===== src/rtl/cg_ctrl_pkg.sv =====
package cg_ctrl_pkg;

  localparam int WORD_W  = 32;
  localparam int KEY_W   = 4;
  localparam int KEY_LSB = WORD_W - KEY_W;

  localparam logic [KEY_W-1:0] KEY_SET = 4'h5;
  localparam logic [KEY_W-1:0] KEY_CLR = 4'h2;

  typedef enum logic [1:0] {
    UPD_LOAD,
    UPD_SET,
    UPD_CLR
  } upd_op_e;

  typedef enum logic [2:0] {
    ST_OFF,     // gated, no handshake pending
    ST_OFF_HS,  // gated after handshake, idle request held
    ST_ON,      // running
    ST_DRAIN,   // running, idle request out, waiting for ack
    ST_WAKE     // clock restored, idle request still high
  } eng_state_e;

  function automatic upd_op_e key_to_op(input logic [KEY_W-1:0] key);
    if (key == KEY_SET)      return UPD_SET;
    else if (key == KEY_CLR) return UPD_CLR;
    else                     return UPD_LOAD;
  endfunction

endpackage


===== src/rtl/cg_key_update.sv =====
module cg_key_update
  import cg_ctrl_pkg::*;
#(
  parameter int N_ENG = 5
) (
  input  logic [N_ENG-1:0] cur_bits,
  input  logic [N_ENG-1:0] wr_bits,
  input  logic [KEY_W-1:0] key,
  output logic [N_ENG-1:0] nxt_bits
);

  upd_op_e op;

  always_comb begin
    op = key_to_op(key);
    unique case (op)
      UPD_SET: nxt_bits = cur_bits | wr_bits;
      UPD_CLR: nxt_bits = cur_bits & ~wr_bits;
      default: nxt_bits = wr_bits;
    endcase
  end

endmodule


===== src/rtl/cg_regfile.sv =====
module cg_regfile
  import cg_ctrl_pkg::*;
#(
  parameter int N_ENG  = 5,
  parameter int ADDR_W = 4,
  parameter logic [ADDR_W-1:0] CFG_OFS = 'h0,
  parameter logic [ADDR_W-1:0] REQ_OFS = 'h4
) (
  input  logic              clk,
  input  logic              rst_n,
  input  logic              bus_sel,
  input  logic              bus_wr,
  input  logic [ADDR_W-1:0] bus_addr,
  input  logic [WORD_W-1:0] bus_wdata,
  output logic [WORD_W-1:0] bus_rdata,
  output logic [N_ENG-1:0]  req_q,
  output logic [N_ENG-1:0]  cfg_q
);

  localparam int PAD_W = WORD_W - N_ENG;

  logic             wr_req;
  logic             wr_cfg;
  logic [N_ENG-1:0] req_nxt;
  logic             unused_mid;

  assign wr_req = bus_sel && bus_wr && (bus_addr == REQ_OFS);
  assign wr_cfg = bus_sel && bus_wr && (bus_addr == CFG_OFS);

  assign unused_mid = ^bus_wdata[KEY_LSB-1:N_ENG];

  cg_key_update #(.N_ENG(N_ENG)) u_keyupd (
    .cur_bits (req_q),
    .wr_bits  (bus_wdata[N_ENG-1:0]),
    .key      (bus_wdata[WORD_W-1:KEY_LSB]),
    .nxt_bits (req_nxt)
  );

  always_ff @(posedge clk or negedge rst_n) begin
    if (!rst_n) begin
      req_q <= '0;
      cfg_q <= '0;
    end else begin
      if (wr_req) req_q <= req_nxt;
      if (wr_cfg) cfg_q <= bus_wdata[N_ENG-1:0];
    end
  end

  always_comb begin
    if (bus_addr == CFG_OFS)      bus_rdata = {{PAD_W{1'b0}}, cfg_q};
    else if (bus_addr == REQ_OFS) bus_rdata = {{PAD_W{1'b0}}, req_q};
    else                          bus_rdata = '0;
  end

endmodule


===== src/rtl/cg_engine_seq.sv =====
module cg_engine_seq
  import cg_ctrl_pkg::*;
(
  input  logic clk,
  input  logic rst_n,
  input  logic run_req,
  input  logic hs_mode,
  input  logic idle_ack,
  output logic clk_en,
  output logic idle_req
);

  eng_state_e state_q, state_d;

  always_comb begin
    state_d = state_q;
    unique case (state_q)
      ST_OFF:    if (run_req) state_d = ST_ON;
      ST_OFF_HS: if (run_req) state_d = ST_WAKE;
      ST_ON:     if (!run_req) state_d = hs_mode ? ST_DRAIN : ST_OFF;
      ST_DRAIN: begin
        if (run_req)       state_d = ST_ON;
        else if (idle_ack) state_d = ST_OFF_HS;
      end
      ST_WAKE:   state_d = ST_ON;
      default:   state_d = ST_OFF;
    endcase
  end

  always_ff @(posedge clk or negedge rst_n) begin
    if (!rst_n) state_q <= ST_OFF;
    else        state_q <= state_d;
  end

  assign clk_en   = (state_q == ST_ON) || (state_q == ST_DRAIN) || (state_q == ST_WAKE);
  assign idle_req = (state_q == ST_DRAIN) || (state_q == ST_OFF_HS) || (state_q == ST_WAKE);

endmodule


===== src/rtl/clkgate_req_ctrl.sv =====
module clkgate_req_ctrl
  import cg_ctrl_pkg::*;
#(
  parameter int N_ENG  = 5,
  parameter int ADDR_W = 4
) (
  input  logic              clk,
  input  logic              rst_n,
  input  logic              bus_sel,
  input  logic              bus_wr,
  input  logic [ADDR_W-1:0] bus_addr,
  input  logic [31:0]       bus_wdata,
  output logic [31:0]       bus_rdata,
  input  logic [N_ENG-1:0]  idle_ack,
  output logic [N_ENG-1:0]  clk_en,
  output logic [N_ENG-1:0]  idle_req
);

  localparam logic [ADDR_W-1:0] CFG_OFS = ADDR_W'(0);
  localparam logic [ADDR_W-1:0] REQ_OFS = ADDR_W'(4);

  logic [N_ENG-1:0] req_q;
  logic [N_ENG-1:0] cfg_q;

  cg_regfile #(
    .N_ENG   (N_ENG),
    .ADDR_W  (ADDR_W),
    .CFG_OFS (CFG_OFS),
    .REQ_OFS (REQ_OFS)
  ) u_regs (
    .clk       (clk),
    .rst_n     (rst_n),
    .bus_sel   (bus_sel),
    .bus_wr    (bus_wr),
    .bus_addr  (bus_addr),
    .bus_wdata (bus_wdata),
    .bus_rdata (bus_rdata),
    .req_q     (req_q),
    .cfg_q     (cfg_q)
  );

  for (genvar g = 0; g < N_ENG; g++) begin : g_eng
    cg_engine_seq u_seq (
      .clk      (clk),
      .rst_n    (rst_n),
      .run_req  (req_q[g]),
      .hs_mode  (cfg_q[g]),
      .idle_ack (idle_ack[g]),
      .clk_en   (clk_en[g]),
      .idle_req (idle_req[g])
    );
  end

endmodule


===== config.mk =====
export PLATFORM = sky130hd
export DESIGN_NAME = clkgate_req_ctrl
export DESIGN_NICKNAME = d
export VERILOG_FILES = /design/src/rtl/cg_ctrl_pkg.sv /design/src/rtl/cg_key_update.sv /design/src/rtl/cg_regfile.sv /design/src/rtl/cg_engine_seq.sv /design/src/rtl/clkgate_req_ctrl.sv
export SDC_FILE = /design/constraint.sdc
export NUM_CORES = 1
export LEC_CHECK = 0
export CAP_MARGIN = 30
export CORE_MARGIN = 2
export CORE_UTILIZATION = 35
export DETAILED_ROUTE_END_ITERATION = 12
export PLACE_DENSITY = 0.76
export SYNTH_ARGS = -nofsm -noshare
export SYNTH_HDL_FRONTEND = slang
export SYNTH_HIERARCHICAL = 1
export SYNTH_SLANG_ARGS = --single-unit

===== constraint.sdc =====
create_clock -name clk -period 1.4 [get_ports clk]
set_input_delay 0.14 -clock clk [delete_from_list [all_inputs] [get_ports clk]]
set_output_delay 0.14 -clock clk [all_outputs]
set_load 0.01 [all_outputs]

==> results of run 1 <==
==> cells in the mapped netlist, types with 5 or more instances <==
| cell | number |
|---|---|
| buf_4 | 27 |
| dfrtp_1 | 25 |
| o21ai_0 | 15 |
| inv_1 | 10 |
| mux2_2 | 10 |
| nor2_1 | 10 |
| nor3_1 | 10 |
| nand3_1 | 6 |
| a21o_2 | 5 |
| a21oi_1 | 5 |
| and3b_1 | 5 |
| inv_2 | 5 |
| mux2i_1 | 5 |
| nor4b_1 | 5 |
| o21ai_1 | 5 |
| o311a_1 | 5 |
==> power by group through the flow <==
stage               Clock [mW]  Sequential, mW  Combinational [mW]
floorplan                    0            1.16               0.761
detailed placement           0            1.19                1.29
global placement             0            1.17                1.25
global route             0.463            1.21                1.33
CTS                      0.431            1.18                1.19
finish                   0.414            1.18                1.19
==> state kept, by name, indices dropped and copies added, names as in the netlist <==
register and cells:
g_eng.u_seq/state_q 15, u_regs/cfg_q 5, u_regs/req_q 5
==> stage by stage <==
| stage | area (um^2) | setup slack (ns) |
|---|---|---|
| 2_1_floorplan | 1700 | 0.0265 |
| 3_3_place_gp | 2050 | -0.531 |
| 3_5_place_dp | 2050 | -0.533 |
| 4_1_cts | 2110 | -0.00198 |
| 5_1_grt | 2110 | 0.00186 |
| 6_report | 2110 | 0.0427 |
==> per-layer routing <==
| metal | vias to the layer above | global-route usage |
|---|---|---|
| met1 | 643 | 0.172 |
| met5 | - | 0 |
| li1 | 668 | - |
| met2 | 48 | 0.224 |
| met3 | 2 | 0.0169 |
| met4 | 0 | 0.0377 |
==> worst max path at each step <==
| stage | end | cells past startpoint | slack [ns] | start |
|---|---|---|---|---|
| final | u_regs/req_q[4] | 3 | 0.04 | u_regs/req_q[4] |
| after global routing | u_regs/req_q[4] | 3 | 0.002 | u_regs/req_q[4] |
| after CTS | u_regs/cfg_q[3] | 6 | -0.002 | bus_addr[3] |
| after detailed placement | bus_rdata[2] | 5 | -0.53 | bus_addr[1] |
| after global placement | bus_rdata[2] | 5 | -0.53 | bus_addr[1] |
| after floorplan | u_regs/cfg_q[0] | 4 | 0.03 | bus_addr[1] |
==> kinds of logic after synthesis <==
family,Yosys count,synth area share
buf+inv,44,0.167
simple gates,43,0.170
compound gates,40,0.169
flops,25,0.391
mux,15,0.102
other cells,1,0.00234
==> what timing repair did <==
item	CTS	global route
setup buffers	3	2
gates resized for setup	45	22
pin swaps	4	1
endpoints found under the setup margin	25	20
==> cell type report <==
class / count / area (um^2) / area share
Sequential cell: 25 / 626 / 0.297
Timing Repair Buffer: 58 / 475 / 0.226
Clock buffer: 3 / 41.3 / 0.0196
Tap cell: 52 / 65.1 / 0.0309
Multi-Input combinational cell: 125 / 838 / 0.398
Clock inverter: 1 / 5.00 / 0.00238
Inverter: 15 / 56.3 / 0.0267
==> worst max-delay path: cells and delay by family, from the launching register on <==
| kind | cells | cell delay [ns] |
|---|---|---|
| muxes | 1 | 0.26 |
| AOI/OAI and AO/OA | 2 | 0.57 |
| DFF | 1 | 0.43 |
==> results_dict.tcl, run 1 <==
set metrics [dict create \
    run_status "completed" \
    leakagePower_nw 1.04 \
    synthDistinctLibCells 28 \
    synth-edff-count 0 \
    drt_wl_total_mm 3.32 \
    worst_hold_path_type "in2async" \
    grt_start_max_net_pins 26 \
    maximum_clock_insertion_buffer_count 2 \
    antenna_found_initial 0 \
    p_per_area_nw_per_um2 1320 \
    yosys.area.top_type_share 0.391 \
    grt_setup_unrepaired "false" \
    n_fill_cell 427 \
    die_width_um 71.6 \
    height_of_the_die_um 71.6 \
    post-place-cells 271 \
    sw_frac_of_total 0.374 \
    timing.critical_path.slowest_cell_delay_ns 0.43 \
    via_per_inst 4.88 \
    max_cap_viol_count 0 \
    clk_pin_slew_worst_paths_ns 0.09 \
    routed-wl-met3_um 218 \
    grt_pass1_vias 1253 \
    critical_path.reg2reg.startpoint "u_regs/req_q[4]" \
    placement.io_buffers 36 \
    p_int_mw 1.74 \
    routed.top_layer "met4" \
    area.growth.synth_to_final_pct 31.6 \
    netlist_area_um2 1600 \
    sequentialPowerShare 0.424 \
    drt_pre_antenna_iters 4 \
    antenna_left 0 \
    antenna-diode-count 0 \
    register_to_register_setup_slack_ns 0.04 \
    critPathLaunchType "flip-flop" \
    ys.warnings.count 6 \
    period_minus_slack_ns 1.36 \
    cts_made_buffers 3 \
    sw_power_mw 1.04 \
    root_buffer "clkbuf_8" \
    post_cts_hold_buffer_count 0 \
    yosysTopAreaCell "dfrtp_1" \
    hpwlAfterDp_mm 2.52 \
    gr-total-overflow 0 \
    ir_drop_uv 495 \
    final.period_utilization 0.969 \
    whs_ns 0.231 \
    fraction_of_power_consumed_by_combinational_cells 0.428 \
    cts_sinks 25 \
    die_area_um2 5130 \
    rows 24 \
    setup-violations-final 0 \
    vias 1361 \
    cp_max_delay_cell "dfrtp_1" \
    critical_path.endpoint_type "flip-flop" \
    wl_met2_mm 1.61 \
    power.clock.fraction 0.149 \
    layout-drive-gt1-share 0.300 \
    detail_route.wl_per_cell_um 11.9 \
    synth_seq_cells 25 \
    required_ns 1.56 \
    max_slew_violation_total_from_the_final_report 0 \
    commonest_non_fill_non_tap_cells_in_the_layout "conb_1, dfrtp_1, buf_4" \
    ioPinCount 87 \
    setup.worst_path.class "reg2reg" \
    finClkSkew_ns 0.00915 \
    timing.rr.end "u_regs/req_q[4]" \
    design.core.area_um2 4380 \
    postSynthAreaPerCell_um2 9.53 \
    critical_path_peak_fanout 5 \
    synth_flop_cell "dfrtp_1" \
    ordered_cell_list_for_the_critical_path "a21o_2 -> a221o_2 -> mux2_2" \
    design.final.nets 273 \
    layout.cells.most_common "conb_1" \
    post_route_core_utilization 0.481 \
    worstSkewPairLatency_ns 0.26 \
    grt_pass1_wl_mm 5.38 \
    postSynth.asyncResetShare 1.00 \
    syn-instance-count 168 \
    wl_met1_mm 1.47 \
    gp_routability_congestion 0.730 \
    first_iter_violations 33 \
    route.detailed.drc 0 \
    grtUsageTotal 0.131 \
    ctsHtreeMaxLevel 1 \
    finish.cell_count_without_fillers 279 \
    worst_ep_arrival_time_ns 1.52 \
    fin_total_pwr_mw 2.78 \
    tritoncts "done" \
    synth-seq-area-share 0.391 \
    worst-r2r-cell-count 3 \
    synth_area_leaders "dfrtp_1, buf_4, mux2_2, o21ai_0, mux2i_1" \
    fin_setup_tns_ns 0 \
    initial_utilization 0.365 \
    final-hold-violation-count 0 \
    fmax_mhz 737 \
]
(Power assumes the default switching activity.)
==> run 2, diff against run 1 <==
SLEW_MARGIN = 15   (was default)
==> results of run 2 <==
No change in the layout: final DEF, timing and power equal those of run 1.
==> run 3, diff against run 2 <==
--- a/constraint.sdc
+++ b/constraint.sdc
@@ -3,2 +3,2 @@
 set_output_delay 0.14 -clock clk [all_outputs]
-set_load 0.01 [all_outputs]
+set_load 0.005 [all_outputs]
==> run 3 against run 2 <==
Worst setup slack better by 0.0061 ns. Non-clock buffer count is 7 higher. Sequential share of layout area is 1.4 points lower. Power is 5.0% higher. Count of clock-buffer cells in the layout is 1 higher. Final area is 4.9% higher. Sequential power is 5% lower. Fmax is 0.45% higher. Utilization is 2.3 points higher. Critical endpoint unchanged. Largest power group unchanged.
==> results_dict.tcl, run 3 (synthesized netlist as in run 1, its figures left out) <==
set metrics [dict create \
    timing.rr.end "u_regs/req_q[4]" \
    fin_total_pwr_mw 2.92 \
    gr-total-overflow 0 \
    dp_worst_setup_slack_ns -0.508 \
    worst_ep_arrival_time_ns 1.50 \
    rows 24 \
    critical_path.reg2reg.startpoint "u_regs/req_q[4]" \
    cts_sinks 25 \
    whs_ns 0.234 \
    critical_path_peak_fanout 5 \
    first_iter_violations 38 \
    drt_pre_antenna_iters 4 \
    grt_start_max_net_pins 26 \
    worstSkewPairLatency_ns 0.26 \
    antenna_left 0 \
    maximum_clock_insertion_buffer_count 2 \
    drt_wl_total_mm 3.61 \
    grt_pass1_vias 1377 \
    reg_top3 "g_eng.u_seq/state_q: 15 flops, u_regs/cfg_q: 5 flops, u_regs/req_q: 5 flops" \
    cp_max_delay_cell "dfrtp_1" \
    regMostFlops "g_eng.u_seq/state_q" \
    post_route_core_utilization 0.504 \
    clk_pin_slew_worst_paths_ns 0.08 \
    via_per_inst 4.87 \
    design.core.area_um2 4380 \
    cts_made_buffers 3 \
    root_buffer "clkbuf_8" \
    ir_drop_uv 445 \
    setup-violations-final 0 \
    height_of_the_die_um 71.6 \
    leakagePower_nw 1.10 \
    design.final.nets 280 \
    p_per_area_nw_per_um2 1320 \
    die_width_um 71.6 \
    worst_hold_path_type "in2async" \
    post_route_standard_cell_area_excluding_fillers_um2 2210 \
    vias 1394 \
    worst-r2r-cell-count 3 \
    ordered_cell_list_for_the_critical_path "a21o_2 -> a221o_2 -> mux2_2" \
    post-place-cells 269 \
    initial_utilization 0.365 \
    layout.cells.most_common "conb_1" \
    register_to_register_setup_slack_ns 0.05 \
    layout_setup_ws_ns 0.0488 \
    fin_setup_tns_ns 0 \
    route.detailed.drc 0 \
    tritoncts "done" \
    detail_route.wl_per_cell_um 12.6 \
    largest_reg_flops 15 \
    hpwlAfterDp_mm 2.64 \
    fmax_mhz 740 \
    grt_setup_unrepaired "false" \
    finClkSkew_ns 0.00229 \
    ioPinCount 87 \
    max_slew_violation_total_from_the_final_report 0 \
    layout-drive-gt1-share 0.269 \
    placed_cell_area_um2 2030 \
    critical_path.endpoint_type "flip-flop" \
    setup.worst_path.class "reg2reg" \
    ctsHtreeMaxLevel 1 \
    grt_pass1_wl_mm 5.89 \
    finish.cell_count_without_fillers 286 \
    period_minus_slack_ns 1.35 \
    max_cap_viol_count 0 \
    run_status "completed" \
    area.growth.synth_to_final_pct 38.0 \
    grtUsageTotal 0.140 \
    die_area_um2 5130 \
    placement.io_buffers 36 \
    final-hold-violation-count 0 \
    gp_routability_congestion 0.719 \
    antenna_found_initial 0 \
    critPathLaunchType "flip-flop" \
    n_fill_cell 425 \
    timing.critical_path.slowest_cell_delay_ns 0.42 \
    post_cts_hold_buffer_count 0 \
    antenna-diode-count 0 \
    final.period_utilization 0.965 \
    commonest_non_fill_non_tap_cells_in_the_layout "conb_1, buf_4, dfrtp_1" \
    required_ns 1.55 \
]
run 3: changes by cell type in the layout (fill, tap and decap cells not counted):
cell and change:
clkbuf_1 +1, o21ai_1 +1, dlygate4sd2_1 +11, clkdlybuf4s15_2 -1
o21ai_0 -1, clkinv_2 -1, buf_4 +6, nor2_2 +1
clkbuf_2 -8, buf_2 -2, mux2_4 +3, clkdlybuf4s15_1 +1
mux2_2 -3, nor2_1 -1
run 3: worst max-delay path: cells and delay by family (launching register included):
family / cells / cell delay, ns
AOI/OAI and AO/OA: 2 / 0.56
DFF: 1 / 0.42
muxes: 1 / 0.26
run 3: how the worst max path moves through the flow:
stage | from | to | slack (ns) | cells past startpoint
3_5_place_dp | bus_addr[1] | u_regs/cfg_q[3] | -0.51 | 5
2_1_floorplan | bus_addr[1] | u_regs/cfg_q[0] | 0.03 | 4
3_3_place_gp | bus_addr[1] | bus_rdata[2] | -0.50 | 5
5_1_grt | bus_addr[0] | u_regs/cfg_q[1] | 0.001 | 5
6_report | u_regs/req_q[4] | u_regs/req_q[4] | 0.05 | 3
4_1_cts | bus_addr[3] | u_regs/cfg_q[1] | 0.002 | 6
run 3: power by group:
part           internal [mW]  switching (mW)  total [mW]
Clock                  0.203           0.216       0.419
Combinational          0.767           0.608        1.38
Sequential             0.937           0.186        1.12
run 3: timing repair:
item,4_1_cts,5_1_grt
buffers inserted,14,0
resized for setup,40,5
pin swaps,5,3
endpoints found under the setup margin,25,16
run 3: cell type report:
class	count	area [um^2]	share of cell area
flip-flops and latches	25	626	0.283
multi-input cells	125	852	0.386
well taps	52	65.1	0.0294
inverters	15	56.3	0.0255
clock buffers	4	45.0	0.0204
repair buffers	65	566	0.256
run 3: routing by layer:
metal / global-route usage / vias to the layer above / routed length, um / part of all wire
met5: 0 / - / 0 / 0
met2: 0.267 / 49 / 1900 / 0.53
met1: 0.168 / 656 / 1490 / 0.41
met4: 0.0314 / 0 / 15 / 0.0042
met3: 0.0127 / 2 / 202 / 0.056
li1: - / 687 / - / -
